--- config.mk ---
export PLATFORM = sky130hd
export DESIGN_NAME = desc_chan_seq
export DESIGN_NICKNAME = d
export VERILOG_FILES = /design/src/rtl/dcs_pkg.sv /design/src/rtl/dcs_regs.sv /design/src/rtl/dcs_copy.sv /design/src/rtl/dcs_seq.sv /design/src/rtl/desc_chan_seq.sv
export SDC_FILE = /design/constraint.sdc
export NUM_CORES = 1
export LEC_CHECK = 0
export CORE_UTILIZATION = 45
export CTS_CLUSTER_SIZE = 30
export DETAILED_ROUTE_END_ITERATION = 8
export GPL_TIMING_DRIVEN = 0
export PLACE_DENSITY = 0.69
export SLEW_MARGIN = 0
export SYNTH_ARGS = -nofsm -noshare
export SYNTH_HDL_FRONTEND = slang
export SYNTH_SLANG_ARGS = --single-unit
--- constraint.sdc ---
create_clock -name clk_i -period 4.8 [get_ports clk_i]
set_input_delay 0.48 -clock clk_i [delete_from_list [all_inputs] [get_ports clk_i]]
set_output_delay 0.48 -clock clk_i [all_outputs]
set_load 0.1 [all_outputs]
--- src/rtl/dcs_pkg.sv ---
`timescale 1ns/1ps
package dcs_pkg;
  localparam int WCNT_W = 30;

  localparam logic [1:0] RA_PTR  = 2'd0;
  localparam logic [1:0] RA_SEM  = 2'd1;
  localparam logic [1:0] RA_STAT = 2'd2;

  // descriptor word indices fetched by the sequencer
  localparam logic [2:0] W_NEXT = 3'd0;
  localparam logic [2:0] W_CTL0 = 3'd1;
  localparam logic [2:0] W_SRC  = 3'd3;
  localparam logic [2:0] W_DST  = 3'd4;
  localparam logic [2:0] W_SIZE = 3'd5;
  localparam logic [2:0] W_LAST = 3'd6;
  localparam int STAT_OFS = 28;

  localparam int C0_IRQ     = 0;
  localparam int C0_DEC     = 1;
  localparam int C0_CHAIN   = 2;
  localparam int C0_KEY_OTP = 10;
  localparam int C0_KEY_PAY = 11;

  // index into the 6-bit flag field (status bits 6:1)
  localparam int FLG_SETUP  = 1;
  localparam int FLG_PACKET = 2;
  localparam logic [7:0] ERR_NEXT_ZERO = 8'd1;

  typedef enum logic [2:0] {
    S_IDLE, S_FREQ, S_FWAIT, S_CHECK, S_COPY, S_WB, S_FIN
  } seq_state_e;

  typedef enum logic [1:0] {
    C_IDLE, C_RD, C_WAIT, C_WR
  } copy_state_e;
endpackage

--- src/rtl/dcs_regs.sv ---
`timescale 1ns/1ps
module dcs_regs
  import dcs_pkg::*;
#(
  parameter int ADDR_W = 32,
  parameter int SEM_W  = 8
) (
  input  logic              clk_i,
  input  logic              rst_ni,
  input  logic              reg_we_i,
  input  logic [1:0]        reg_addr_i,
  input  logic [31:0]       reg_wdata_i,
  output logic [31:0]       reg_rdata_o,
  output logic [ADDR_W-1:0] ptr_o,
  output logic [SEM_W-1:0]  sem_o,
  output logic              run_o,
  input  logic              ptr_we_i,
  input  logic [ADDR_W-1:0] ptr_d_i,
  input  logic              sem_dec_i,
  input  logic              park_i,
  input  logic              err_we_i,
  input  logic [7:0]        err_code_i,
  input  logic [5:0]        err_flags_i
);
  localparam logic [SEM_W-1:0] SEM_MAX = '1;

  logic [ADDR_W-1:0] ptr_q;
  logic [SEM_W-1:0]  sem_q, sem_d;
  logic [7:0]        code_q;
  logic [5:0]        flags_q;
  logic              park_q;
  logic              sw_ptr, sw_sem, sw_stat;
  logic [33:0]       sum;

  assign sw_ptr  = reg_we_i && (reg_addr_i == RA_PTR);
  assign sw_sem  = reg_we_i && (reg_addr_i == RA_SEM);
  assign sw_stat = reg_we_i && (reg_addr_i == RA_STAT);

  always_comb begin
    sum = 34'(sem_q) + (sw_sem ? 34'(reg_wdata_i) : 34'd0)
        - (sem_dec_i ? 34'd1 : 34'd0);
    sem_d = (sum > 34'(SEM_MAX)) ? SEM_MAX : sum[SEM_W-1:0];
  end

  always_ff @(posedge clk_i or negedge rst_ni) begin
    if (!rst_ni) begin
      ptr_q   <= '0;
      sem_q   <= '0;
      code_q  <= '0;
      flags_q <= '0;
      park_q  <= 1'b0;
    end else begin
      if (ptr_we_i)    ptr_q <= ptr_d_i;
      else if (sw_ptr) ptr_q <= reg_wdata_i[ADDR_W-1:0];
      sem_q <= sem_d;
      if (err_we_i) begin
        if (err_code_i != 8'd0) code_q <= err_code_i;
        flags_q <= flags_q | err_flags_i;
      end else if (sw_stat) begin
        code_q  <= '0;
        flags_q <= '0;
      end
      // a semaphore write rearms a parked channel
      if (sw_sem)      park_q <= 1'b0;
      else if (park_i) park_q <= 1'b1;
    end
  end

  always_comb begin
    case (reg_addr_i)
      RA_PTR:  reg_rdata_o = 32'(ptr_q);
      RA_SEM:  reg_rdata_o = 32'(sem_q);
      RA_STAT: reg_rdata_o = {8'd0, code_q, 9'd0, flags_q, 1'b0};
      default: reg_rdata_o = '0;
    endcase
  end

  assign ptr_o = ptr_q;
  assign sem_o = sem_q;
  assign run_o = (sem_q != '0) && (code_q == 8'd0) && (flags_q == 6'd0) && !park_q;

  assert_no_underflow_R7: assert property (@(posedge clk_i) disable iff (!rst_ni)
    sem_dec_i |-> sem_q != '0);
  assert_sem_add_R2: assert property (@(posedge clk_i) disable iff (!rst_ni)
    (sw_sem && !sem_dec_i) |=> sem_q >= $past(sem_q));
  assert_stat_clear_R10: assert property (@(posedge clk_i) disable iff (!rst_ni)
    (sw_stat && !err_we_i) |=> (code_q == 8'd0 && flags_q == 6'd0));
endmodule

--- src/rtl/dcs_copy.sv ---
`timescale 1ns/1ps
module dcs_copy
  import dcs_pkg::*;
#(
  parameter int ADDR_W = 32
) (
  input  logic              clk_i,
  input  logic              rst_ni,
  input  logic              start_i,
  input  logic [ADDR_W-1:0] src_i,
  input  logic [ADDR_W-1:0] dst_i,
  input  logic [WCNT_W-1:0] nwords_i,
  output logic              done_o,
  output logic              busy_o,
  output logic              req_o,
  output logic              we_o,
  output logic [ADDR_W-1:0] addr_o,
  output logic [31:0]       wdata_o,
  input  logic              rvalid_i,
  input  logic [31:0]       rdata_i
);
  copy_state_e       st_q;
  logic [ADDR_W-1:0] src_q, dst_q;
  logic [WCNT_W-1:0] left_q;
  logic [31:0]       data_q;
  logic              done_q;

  always_ff @(posedge clk_i or negedge rst_ni) begin
    if (!rst_ni) begin
      st_q   <= C_IDLE;
      src_q  <= '0;
      dst_q  <= '0;
      left_q <= '0;
      data_q <= '0;
      done_q <= 1'b0;
    end else begin
      done_q <= 1'b0;
      case (st_q)
        C_IDLE: if (start_i) begin
          if (nwords_i == '0) done_q <= 1'b1;
          else begin
            src_q  <= src_i;
            dst_q  <= dst_i;
            left_q <= nwords_i;
            st_q   <= C_RD;
          end
        end
        C_RD: st_q <= C_WAIT;
        C_WAIT: if (rvalid_i) begin
          data_q <= rdata_i;
          st_q   <= C_WR;
        end
        C_WR: begin
          src_q  <= src_q + ADDR_W'(4);
          dst_q  <= dst_q + ADDR_W'(4);
          left_q <= left_q - 1'b1;
          if (left_q == WCNT_W'(1)) begin
            done_q <= 1'b1;
            st_q   <= C_IDLE;
          end else begin
            st_q <= C_RD;
          end
        end
        default: st_q <= C_IDLE;
      endcase
    end
  end

  assign req_o   = (st_q == C_RD) || (st_q == C_WR);
  assign we_o    = (st_q == C_WR);
  assign addr_o  = (st_q == C_WR) ? dst_q : src_q;
  assign wdata_o = data_q;
  assign done_o  = done_q;
  assign busy_o  = (st_q != C_IDLE);

  assert_start_idle_R5: assert property (@(posedge clk_i) disable iff (!rst_ni)
    start_i |-> st_q == C_IDLE);
  assert_count_live_R5: assert property (@(posedge clk_i) disable iff (!rst_ni)
    (st_q == C_WR) |-> left_q != '0);
endmodule

--- src/rtl/dcs_seq.sv ---
`timescale 1ns/1ps
module dcs_seq
  import dcs_pkg::*;
#(
  parameter int ADDR_W = 32,
  parameter int SEM_W  = 8
) (
  input  logic              clk_i,
  input  logic              rst_ni,
  input  logic              run_i,
  input  logic [ADDR_W-1:0] ptr_i,
  input  logic [SEM_W-1:0]  sem_i,
  output logic              ptr_we_o,
  output logic [ADDR_W-1:0] ptr_d_o,
  output logic              sem_dec_o,
  output logic              park_o,
  output logic              err_we_o,
  output logic [7:0]        err_code_o,
  output logic [5:0]        err_flags_o,
  output logic              copy_start_o,
  output logic [ADDR_W-1:0] copy_src_o,
  output logic [ADDR_W-1:0] copy_dst_o,
  output logic [WCNT_W-1:0] copy_nwords_o,
  input  logic              copy_done_i,
  output logic              mem_req_o,
  output logic              mem_we_o,
  output logic [ADDR_W-1:0] mem_addr_o,
  output logic [31:0]       mem_wdata_o,
  input  logic              mem_rvalid_i,
  input  logic [31:0]       mem_rdata_i,
  output logic              irq_o,
  output logic              busy_o
);
  seq_state_e        state_q, state_d;
  logic [ADDR_W-1:0] cur_q, cur_d, next_q, src_q, dst_q;
  logic [31:0]       size_q;
  logic [2:0]        idx_q;
  logic              c_irq_q, c_dec_q, c_chain_q, c_kotp_q, c_kpay_q;
  logic              irq_q, irq_d, load_cur, nz_after;
  logic              bad_size, bad_setup;

  assign bad_size  = (size_q[3:0] != 4'd0);
  assign bad_setup = c_kotp_q && c_kpay_q;
  assign nz_after  = c_dec_q ? (sem_i > SEM_W'(1)) : (sem_i != '0);

  always_comb begin
    state_d      = state_q;
    ptr_we_o     = 1'b0;
    ptr_d_o      = next_q;
    sem_dec_o    = 1'b0;
    park_o       = 1'b0;
    err_we_o     = 1'b0;
    err_code_o   = '0;
    err_flags_o  = '0;
    copy_start_o = 1'b0;
    irq_d        = 1'b0;
    mem_req_o    = 1'b0;
    mem_we_o     = 1'b0;
    mem_addr_o   = cur_q + ADDR_W'({idx_q, 2'b00});
    mem_wdata_o  = '0;
    load_cur     = 1'b0;
    cur_d        = ptr_i;
    case (state_q)
      S_IDLE: if (run_i) begin
        load_cur = 1'b1;
        state_d  = S_FREQ;
      end
      S_FREQ: begin
        mem_req_o = 1'b1;
        state_d   = S_FWAIT;
      end
      S_FWAIT: if (mem_rvalid_i) state_d = (idx_q == W_LAST) ? S_CHECK : S_FREQ;
      S_CHECK: begin
        if (bad_size || bad_setup) begin
          err_we_o                = 1'b1;
          err_flags_o[FLG_PACKET] = bad_size;
          err_flags_o[FLG_SETUP]  = bad_setup;
          irq_d                   = 1'b1;
          state_d                 = S_IDLE;
        end else begin
          copy_start_o = 1'b1;
          state_d      = S_COPY;
        end
      end
      S_COPY: if (copy_done_i) state_d = S_WB;
      S_WB: begin
        mem_req_o   = 1'b1;
        mem_we_o    = 1'b1;
        mem_addr_o  = cur_q + ADDR_W'(STAT_OFS);
        mem_wdata_o = 32'd1;
        state_d     = S_FIN;
      end
      S_FIN: begin
        sem_dec_o = c_dec_q;
        irq_d     = c_irq_q;
        if (c_chain_q && next_q == '0) begin
          err_we_o   = 1'b1;
          err_code_o = ERR_NEXT_ZERO;
          irq_d      = 1'b1;
          state_d    = S_IDLE;
        end else begin
          ptr_we_o = 1'b1;
          if (c_chain_q && nz_after) begin
            load_cur = 1'b1;
            cur_d    = next_q;
            state_d  = S_FREQ;
          end else begin
            park_o  = !c_chain_q;
            state_d = S_IDLE;
          end
        end
      end
      default: state_d = S_IDLE;
    endcase
  end

  always_ff @(posedge clk_i or negedge rst_ni) begin
    if (!rst_ni) begin
      state_q   <= S_IDLE;
      cur_q     <= '0;
      idx_q     <= '0;
      next_q    <= '0;
      src_q     <= '0;
      dst_q     <= '0;
      size_q    <= '0;
      c_irq_q   <= 1'b0;
      c_dec_q   <= 1'b0;
      c_chain_q <= 1'b0;
      c_kotp_q  <= 1'b0;
      c_kpay_q  <= 1'b0;
      irq_q     <= 1'b0;
    end else begin
      state_q <= state_d;
      irq_q   <= irq_d;
      if (load_cur) begin
        cur_q <= cur_d;
        idx_q <= '0;
      end else if (state_q == S_FWAIT && mem_rvalid_i) begin
        idx_q <= idx_q + 3'd1;
        case (idx_q)
          W_NEXT: next_q <= mem_rdata_i[ADDR_W-1:0];
          W_CTL0: begin
            c_irq_q   <= mem_rdata_i[C0_IRQ];
            c_dec_q   <= mem_rdata_i[C0_DEC];
            c_chain_q <= mem_rdata_i[C0_CHAIN];
            c_kotp_q  <= mem_rdata_i[C0_KEY_OTP];
            c_kpay_q  <= mem_rdata_i[C0_KEY_PAY];
          end
          W_SRC:   src_q  <= mem_rdata_i[ADDR_W-1:0];
          W_DST:   dst_q  <= mem_rdata_i[ADDR_W-1:0];
          W_SIZE:  size_q <= mem_rdata_i;
          default: ;
        endcase
      end
    end
  end

  assign copy_src_o    = src_q;
  assign copy_dst_o    = dst_q;
  assign copy_nwords_o = size_q[31:2];
  assign irq_o         = irq_q;
  assign busy_o        = (state_q != S_IDLE);

  assert_idle_hold_R3: assert property (@(posedge clk_i) disable iff (!rst_ni)
    (state_q == S_IDLE && !run_i) |=> (state_q == S_IDLE && !mem_req_o));
  assert_abort_no_wb_R10: assert property (@(posedge clk_i) disable iff (!rst_ni)
    (state_q == S_CHECK && (bad_size || bad_setup)) |=> (state_q == S_IDLE && !mem_req_o));
  assert_irq_pulse_R7: assert property (@(posedge clk_i) disable iff (!rst_ni)
    irq_o |=> !irq_o);
endmodule

--- src/rtl/desc_chan_seq.sv ---
`timescale 1ns/1ps
module desc_chan_seq
  import dcs_pkg::*;
#(
  parameter int ADDR_W = 32,
  parameter int SEM_W  = 8
) (
  input  logic              clk_i,
  input  logic              rst_ni,
  input  logic              reg_we_i,
  input  logic [1:0]        reg_addr_i,
  input  logic [31:0]       reg_wdata_i,
  output logic [31:0]       reg_rdata_o,
  output logic              mem_req_o,
  output logic              mem_we_o,
  output logic [ADDR_W-1:0] mem_addr_o,
  output logic [31:0]       mem_wdata_o,
  input  logic              mem_rvalid_i,
  input  logic [31:0]       mem_rdata_i,
  output logic              irq_o,
  output logic              busy_o
);
  logic [ADDR_W-1:0] ptr, ptr_d, c_src, c_dst;
  logic [SEM_W-1:0]  sem;
  logic              run, ptr_we, sem_dec, park, err_we;
  logic [7:0]        err_code;
  logic [5:0]        err_flags;
  logic              c_start, c_done, c_busy;
  logic [WCNT_W-1:0] c_nwords;
  logic              s_req, s_we, k_req, k_we;
  logic [ADDR_W-1:0] s_addr, k_addr;
  logic [31:0]       s_wdata, k_wdata;

  dcs_regs #(.ADDR_W(ADDR_W), .SEM_W(SEM_W)) u_regs (
    .clk_i, .rst_ni, .reg_we_i, .reg_addr_i, .reg_wdata_i, .reg_rdata_o,
    .ptr_o(ptr), .sem_o(sem), .run_o(run),
    .ptr_we_i(ptr_we), .ptr_d_i(ptr_d), .sem_dec_i(sem_dec), .park_i(park),
    .err_we_i(err_we), .err_code_i(err_code), .err_flags_i(err_flags)
  );

  dcs_seq #(.ADDR_W(ADDR_W), .SEM_W(SEM_W)) u_seq (
    .clk_i, .rst_ni, .run_i(run), .ptr_i(ptr), .sem_i(sem),
    .ptr_we_o(ptr_we), .ptr_d_o(ptr_d), .sem_dec_o(sem_dec), .park_o(park),
    .err_we_o(err_we), .err_code_o(err_code), .err_flags_o(err_flags),
    .copy_start_o(c_start), .copy_src_o(c_src), .copy_dst_o(c_dst),
    .copy_nwords_o(c_nwords), .copy_done_i(c_done),
    .mem_req_o(s_req), .mem_we_o(s_we), .mem_addr_o(s_addr), .mem_wdata_o(s_wdata),
    .mem_rvalid_i, .mem_rdata_i, .irq_o, .busy_o
  );

  dcs_copy #(.ADDR_W(ADDR_W)) u_copy (
    .clk_i, .rst_ni, .start_i(c_start), .src_i(c_src), .dst_i(c_dst),
    .nwords_i(c_nwords), .done_o(c_done), .busy_o(c_busy),
    .req_o(k_req), .we_o(k_we), .addr_o(k_addr), .wdata_o(k_wdata),
    .rvalid_i(mem_rvalid_i), .rdata_i(mem_rdata_i)
  );

  // the stub owns the port only while it is moving data
  assign mem_req_o   = c_busy ? k_req   : s_req;
  assign mem_we_o    = c_busy ? k_we    : s_we;
  assign mem_addr_o  = c_busy ? k_addr  : s_addr;
  assign mem_wdata_o = c_busy ? k_wdata : s_wdata;

  assert_port_excl_R5: assert property (@(posedge clk_i) disable iff (!rst_ni)
    c_busy |-> !s_req);
endmodule

**After elaboration in Yosys (flattened, before gate mapping)**

Index checks and enable logic that the tools add are counted.

- Equality and inequality tests: 24
- Bitwise gates (word level): 2
- Mux-type cells: 75
- Reductions and logical operators: 43
- Order comparisons: 2
- $add $sub $neg: 8

Operators with widths:

| operator | count |
|---|---|
| 2-to-1 mux 32 bit | 14 |
| case mux 32 bit (2 select lines) | 2 |
| case mux 32 bit (3 select lines) | 1 |
| adder 32 x 3 -> 32 bit (second input constant) | 2 |
| 2-to-1 mux 30 bit | 2 |
| case mux 30 bit (2 select lines) | 1 |
| 2-to-1 mux 8 bit | 5 |
| adder 8 x 34 -> 34 bit | 1 |
| greater-than comparator 34 x 8 -> 1 bit (second input constant) | 1 |
| subtractor 34 bit | 1 |
| adder 32 x 5 -> 32 bit | 1 |
| adder 32 x 5 -> 32 bit (second input constant) | 1 |
| zero test 32 bit | 1 |
| == test 30 x 1 -> 1 bit (second input constant) | 1 |
| zero test 30 bit | 1 |
| subtractor 30 x 1 -> 30 bit (second input constant) | 1 |
| 2-to-1 mux 1 bit | 29 |
| AND reduction 3 bit | 8 |
| 2-to-1 mux 3 bit | 7 |
| case mux 3 bit (7 select lines) | 1 |
| == test 3 bit (second input constant) | 6 |
| nonzero test 8 bit | 2 |
| 2-to-1 mux 2 bit | 6 |
| 2-to-1 mux 6 bit | 2 |
| other kinds (24) | 57 |

- Bits of input ports: 70
- Word-level logic and storage cells: 178
- Output and inout bits: 100
- Register bits after elaboration: 356

**Depth between registers and ports, before layout**

- Depth after elaboration: 8
- Mapped depth: 17
- Mapped depth without buffers: 15

**Cells and area by module**

Synthesis repeated with hierarchy kept, for this count alone.

- Cell total of the unflattened synthesis: 2,254
- Area total of the unflattened synthesis: 22,228.8 um2

By module, submodules not included:

| module | times used | sequential area each (um2) | cells each | area each (um2) |
|---|---|---|---|---|
| dcs_seq | 1 | 4,304.1 | 640 | 8,140.3 |
| dcs_copy | 1 | 3,228.1 | 860 | 7,778.7 |
| dcs_regs | 1 | 1,376.3 | 681 | 5,350.1 |
| desc_chan_seq | 1 | 0.0 | 73 | 959.7 |

**Worst setup path after synthesis**

OpenSTA, ideal clock, no wires.

- Path type: reg2out
- Start point: register u_seq.state_q[1]
- End point: output port mem_addr_o[29]
- Path buffers: 1
- Data arrival time: 4,083 ps
- Cell stages (with the launch flop): 15
- Slack: 237 ps
- Required time: 4,320 ps
- Cells stage by stage: dfrtp_1 clkbuf_1 nor2b_1 nand2_1 nand2_1 ha_1 a21o_1 a21oi_1 nor4b_1 nor2b_1 nand3_1 nor2_1 nand3_1 xor2_1 a21oi_1

- Longest elaborated chain between the ends: 3

Ends and longest elaborated chain:

| element | RTL line | source |
|---|---|---|
| start: declaration | dcs_seq.sv:34 | `seq_state_e state_q, state_d;` |
| start signal: assignment | dcs_seq.sv:133 | `state_q <= state_d;` |
| == test 3 bit | dcs_seq.sv:63 | `case (state_q)` |
| 2-to-1 mux 32 bit | dcs_seq.sv:63 |  |
| 2-to-1 mux 32 bit | desc_chan_seq.sv:61 | `assign mem_addr_o = c_busy ? k_addr : s_addr;` |
| end: declaration | desc_chan_seq.sv:16 | `output logic [ADDR_W-1:0] mem_addr_o,` |

No other way between the ends.

**Worst setup path in the final report**

- Start point: register u_copy.st_q[0]
- End point: output port mem_addr_o[11]

- Longest elaborated chain between the ends: 3
- Elaborated cells on any way between the ends: 4
- Those cells by class: 1 x eq/ne; 2 x mux; 1 x reduce/logical

Ends and longest elaborated chain:

| element | RTL line | source |
|---|---|---|
| start: declaration | dcs_copy.sv:22 | `copy_state_e st_q;` |
| start signal: assignment | dcs_copy.sv:30 | `st_q <= C_IDLE;` |
| start signal: assignment | dcs_copy.sv:45 | `st_q <= C_RD;` |
| start signal: assignment | dcs_copy.sv:48 | `C_RD: st_q <= C_WAIT;` |
| == test 2 bit | dcs_copy.sv:71 | `assign addr_o = (st_q == C_WR) ? dst_q : src_q;` |
| 2-to-1 mux 32 bit | dcs_copy.sv:71 |  |
| 2-to-1 mux 32 bit (*) | desc_chan_seq.sv:61 |  |

Every way passes the cells marked *; elsewhere a longest branch is shown, timed or not.

==> impl_metrics.env <==
export IMPL_path_clk_slew_ns=0.06
export IMPL_hold_path_class="flop to flop"
export IMPL_synth_top_area_cell="dfrtp_1"
export IMPL_htree_levels=2
export IMPL_netlist_top_cells_count="345 x dfrtp_1, 253 x nand2_1, 192 x o21ai_0"
export IMPL_die_h_um=212
export IMPL_vias=17425
export IMPL_drive_gt1_share_pct=12.5
export IMPL_numCtsBuffers=39
export IMPL_ys_seq_area_share_pct=43.3
export IMPL_synth_edf_count=0
export IMPL_async_flop_share_pct=100
export IMPL_setup_ws_ns=0.102
export IMPL_clock_root_buffer="clkbuf_16"
export IMPL_r2r_setup_slack_ns=0.31
export IMPL_synth_nets=2247
export IMPL_worstSetupStartpointType="flop"
export IMPL_power_internal_uw=9060
export IMPL_gp_congestion=0.928
export IMPL_worstHoldPathCells=1
export IMPL_worstSetupEndpointType="primary output"
export IMPL_syn_area_um2=19900
export IMPL_dp_hpwl_mm=50.0
export IMPL_clock_skew_ns=0.0160
export IMPL_die_w_um=212
export IMPL_vdd_drop_max_mv=0.694
export IMPL_rsz0062_at_grt="no"
export IMPL_ys_top_cells_by_area="dfrtp_1 43%, mux2_2 9.7%, mux2i_1 5.9%, o21ai_0 4.8%, nand2_1 4.8%"
export IMPL_drc=0
export IMPL_place_area_um2=22400
export IMPL_first_global_vias=17554
export IMPL_yosysMostFrequentCell="dfrtp_1"
export IMPL_final_cells=2945
export IMPL_netlist_area_leader_share_pct=43.3
export IMPL_hold_violations=0
export IMPL_post_route_cell_area_um2=23700
export IMPL_status="complete, no violations"
export IMPL_netlist_instances=2118
export IMPL_worst_hold_startpoint="u_copy.wdata_o[29]"
export IMPL_holdWs_ns=0.494
export IMPL_port_buffers=169
export IMPL_start_util_pct=45.9
export IMPL_cts_sinks=345
export IMPL_dieArea_um2=45100
export IMPL_io_pins=170
export IMPL_cts_max_path_buffers=3
export IMPL_antenna_left=0
export IMPL_drtPass1Iterations=6
export IMPL_drv_cap=0
export IMPL_critPathMaxFanout=10
export IMPL_powerDensity_nw_per_um2=801
export IMPL_critPathArrivalTime_ns=4.22
export IMPL_slew_viol_final=0
export IMPL_min_to="u_copy.wdata_o[29]"
export IMPL_max_freq_mhz=213
export IMPL_overflow=0
export IMPL_fin_crit_ns=4.70
export IMPL_grt_pass1_wl_mm=102
export IMPL_dp_slack_ns=-1.32
export IMPL_setup_viol=0
export IMPL_ys_warn_count=0
export IMPL_r2r_cells=17
export IMPL_r2r_start="u_seq.state_q[1]"
export IMPL_synth_distinct_cells=72
export IMPL_coreArea_um2=43400
export IMPL_relSlewSlack_pct=24.2
export IMPL_regToRegEndpoint="u_regs.sem_o[3]"
export IMPL_p_seq_share_pct=29.1
export IMPL_p_sw_share_pct=52.4
export IMPL_drtIter0Drc=1562
export IMPL_nets=2462
export IMPL_finalCoreUtilization_pct=54.7
export IMPL_fp_row_count=76
export IMPL_p_switching_uw=9960
export IMPL_n_antenna_cell=0
export IMPL_grt_max_degree=125
export IMPL_wl_per_cell_um=22.4
export IMPL_synthToLayoutAreaGrowth_pct=19.2
export IMPL_synthFlopType="dfrtp_1"
export IMPL_grt_total_usage_pct=29.9
export IMPL_critical_path_class="flop to primary output"
export IMPL_period_share_pct=97.9
export IMPL_antenna_found_initial=1
export IMPL_dp_cells=2875
export IMPL_synth_seq_cells=345
export IMPL_worstPathRequired_ns=4.32
export IMPL_via_per_inst=5.92
export IMPL_clockPowerShare_pct=15.7
export IMPL_wirelength_mm=66.0
export IMPL_clk_latency_ns=0.55
export IMPL_combinationalPowerShare_pct=55.2
export IMPL_leakagePower_uw=0.0103
export IMPL_cts_tree="built"
export IMPL_syn_avg_cell_area_um2=9.40
export IMPL_tightest_slew_ns=1.13
-- kinds of logic (layout without fill, tap and decap cells) --
logic type                 after synthesis  in the layout  synth area share [%]
and+or+nand+nor                        674            674                  16.8
AOI/OAI and AO/OA                      510            510                  14.7
DFF                                    345            345                  43.3
muxes                                  289            289                  15.6
buffers and inverters                  195            437                  3.70
adders and majority gates               59             59                  3.78
xor gates and xnor gates                46             46                  2.02
-- routing by layer --
layer / track usage [%] / part of all wire (%) / vias up
li1: - / - / 8052
met1: 38.2 / 41 / 8579
met2: 50.1 / 48 / 650
met3: 4.46 / 6.4 / 144
met4: 13.3 / 4.4 / 0
met5: 0 / 0 / -
-- registers in the layout, summed over array words and instances (netlist names), 2 cells and up --
register and count:
u_copy.left_q 30, u_seq.copy_dst_o 32, u_seq.size_q 32, u_seq.copy_src_o 32
u_seq.idx_q 3, u_seq.state_q 3, u_seq.ptr_d_o 32, u_regs.ptr_o 32
u_copy.dst_q 32, u_copy.src_q 32, u_copy.wdata_o 32, u_seq.cur_q 32
u_copy.st_q 2, u_regs.flags_q 2, u_regs.sem_o 8
-- power by group through the flow --
stage	logic (µW)	registers [µW]	clock network, µW
2_1_floorplan	7810	5080	0
3_3_place_gp	10300	5480	0
3_5_place_dp	10500	5530	0
4_1_cts	10500	5500	3020
5_1_grt	11100	5720	3130
6_report	10500	5540	2980
-- stage by stage --
step	power (µW)	TNS, ns
2_1_floorplan	12900	0
3_3_place_gp	15800	-4035.67
3_5_place_dp	16000	-11.24
4_1_cts	19000	0
5_1_grt	20000	0
6_report	19000	0
-- worst max-delay path by stage --
| stage | startpoint | end | slack, ns | depth (start not counted) |
|---|---|---|---|---|
| 6_report | u_copy.st_q[0] | mem_addr_o[11] | 0.10 | 7 |
| 5_1_grt | u_seq.state_q[1] | mem_addr_o[22] | 0.003 | 15 |
| 4_1_cts | u_copy.st_q[0] | mem_addr_o[20] | 0.0009 | 7 |
| 3_5_place_dp | reg_addr_i[0] | u_regs.sem_o[3] | -1.32 | 16 |
| 3_3_place_gp | rst_ni | u_seq.cur_q[22] | -11.71 | 1 |
| 2_1_floorplan | u_seq.state_q[1] | mem_addr_o[29] | 0.24 | 14 |
-- area by class of cell --
class	instances	area, µm²
buffer	118	453
clock buffer	57	1150
clock inverter	11	111
fill	3977	19600
inverter	76	285
multi-input combinational	1578	10600
sequential	345	8630
tap	585	732
timing repair buffer	175	1780
-- critical path: stages (launching register included) --
cell and delay, ns:
dfrtp_1 0.42, ha_1 0.17, clkbuf_1 0.48, clkbuf_1 0.49
clkbuf_1 0.62, a211oi_1 0.22, a21oi_1 0.35, dlygate4sd2_1 0.91
-- layout by cell type (no fill, tap or decap), types with 6 or more instances in the layout --
master / count
clkbuf_1: 98
a221o_1: 6
inv_1: 76
clkdlybuf4s15_2: 15
clkinv_2: 7
nand2_1: 253
clkbuf_16: 39
a211oi_1: 17
clkdlybuf4s50_1: 136
a21o_1: 14
o21ai_1: 6
a22oi_1: 9
xor2_1: 22
nand3_1: 86
nor3_1: 35
ha_1: 57
nand4_1: 27
a31oi_1: 9
and3_1: 33
dfrtp_1: 345
mux2_2: 171
buf_1: 21
o22ai_1: 55
clkbuf_8: 11
mux2i_1: 118
xnor2_1: 24
buf_2: 8
o21ai_0: 192
o21a_1: 6
nor2_1: 85
nor4_1: 21
o211ai_1: 8
nand2b_1: 10
and2_1: 32
nand3b_1: 8
a21oi_1: 151
clkbuf_2: 6
nor2b_1: 44
-- what timing repair did --
action / CTS / global route
setup endpoints to repair: 40 / 26
endpoints found under the hold margin: 9 / 0
hold buffers: 1 / 0
buffers inserted: 1 / 1
pin swaps: 2 / 1
resized for setup: 111 / 32
No activity file was read; power rests on OpenSTA's default activity.
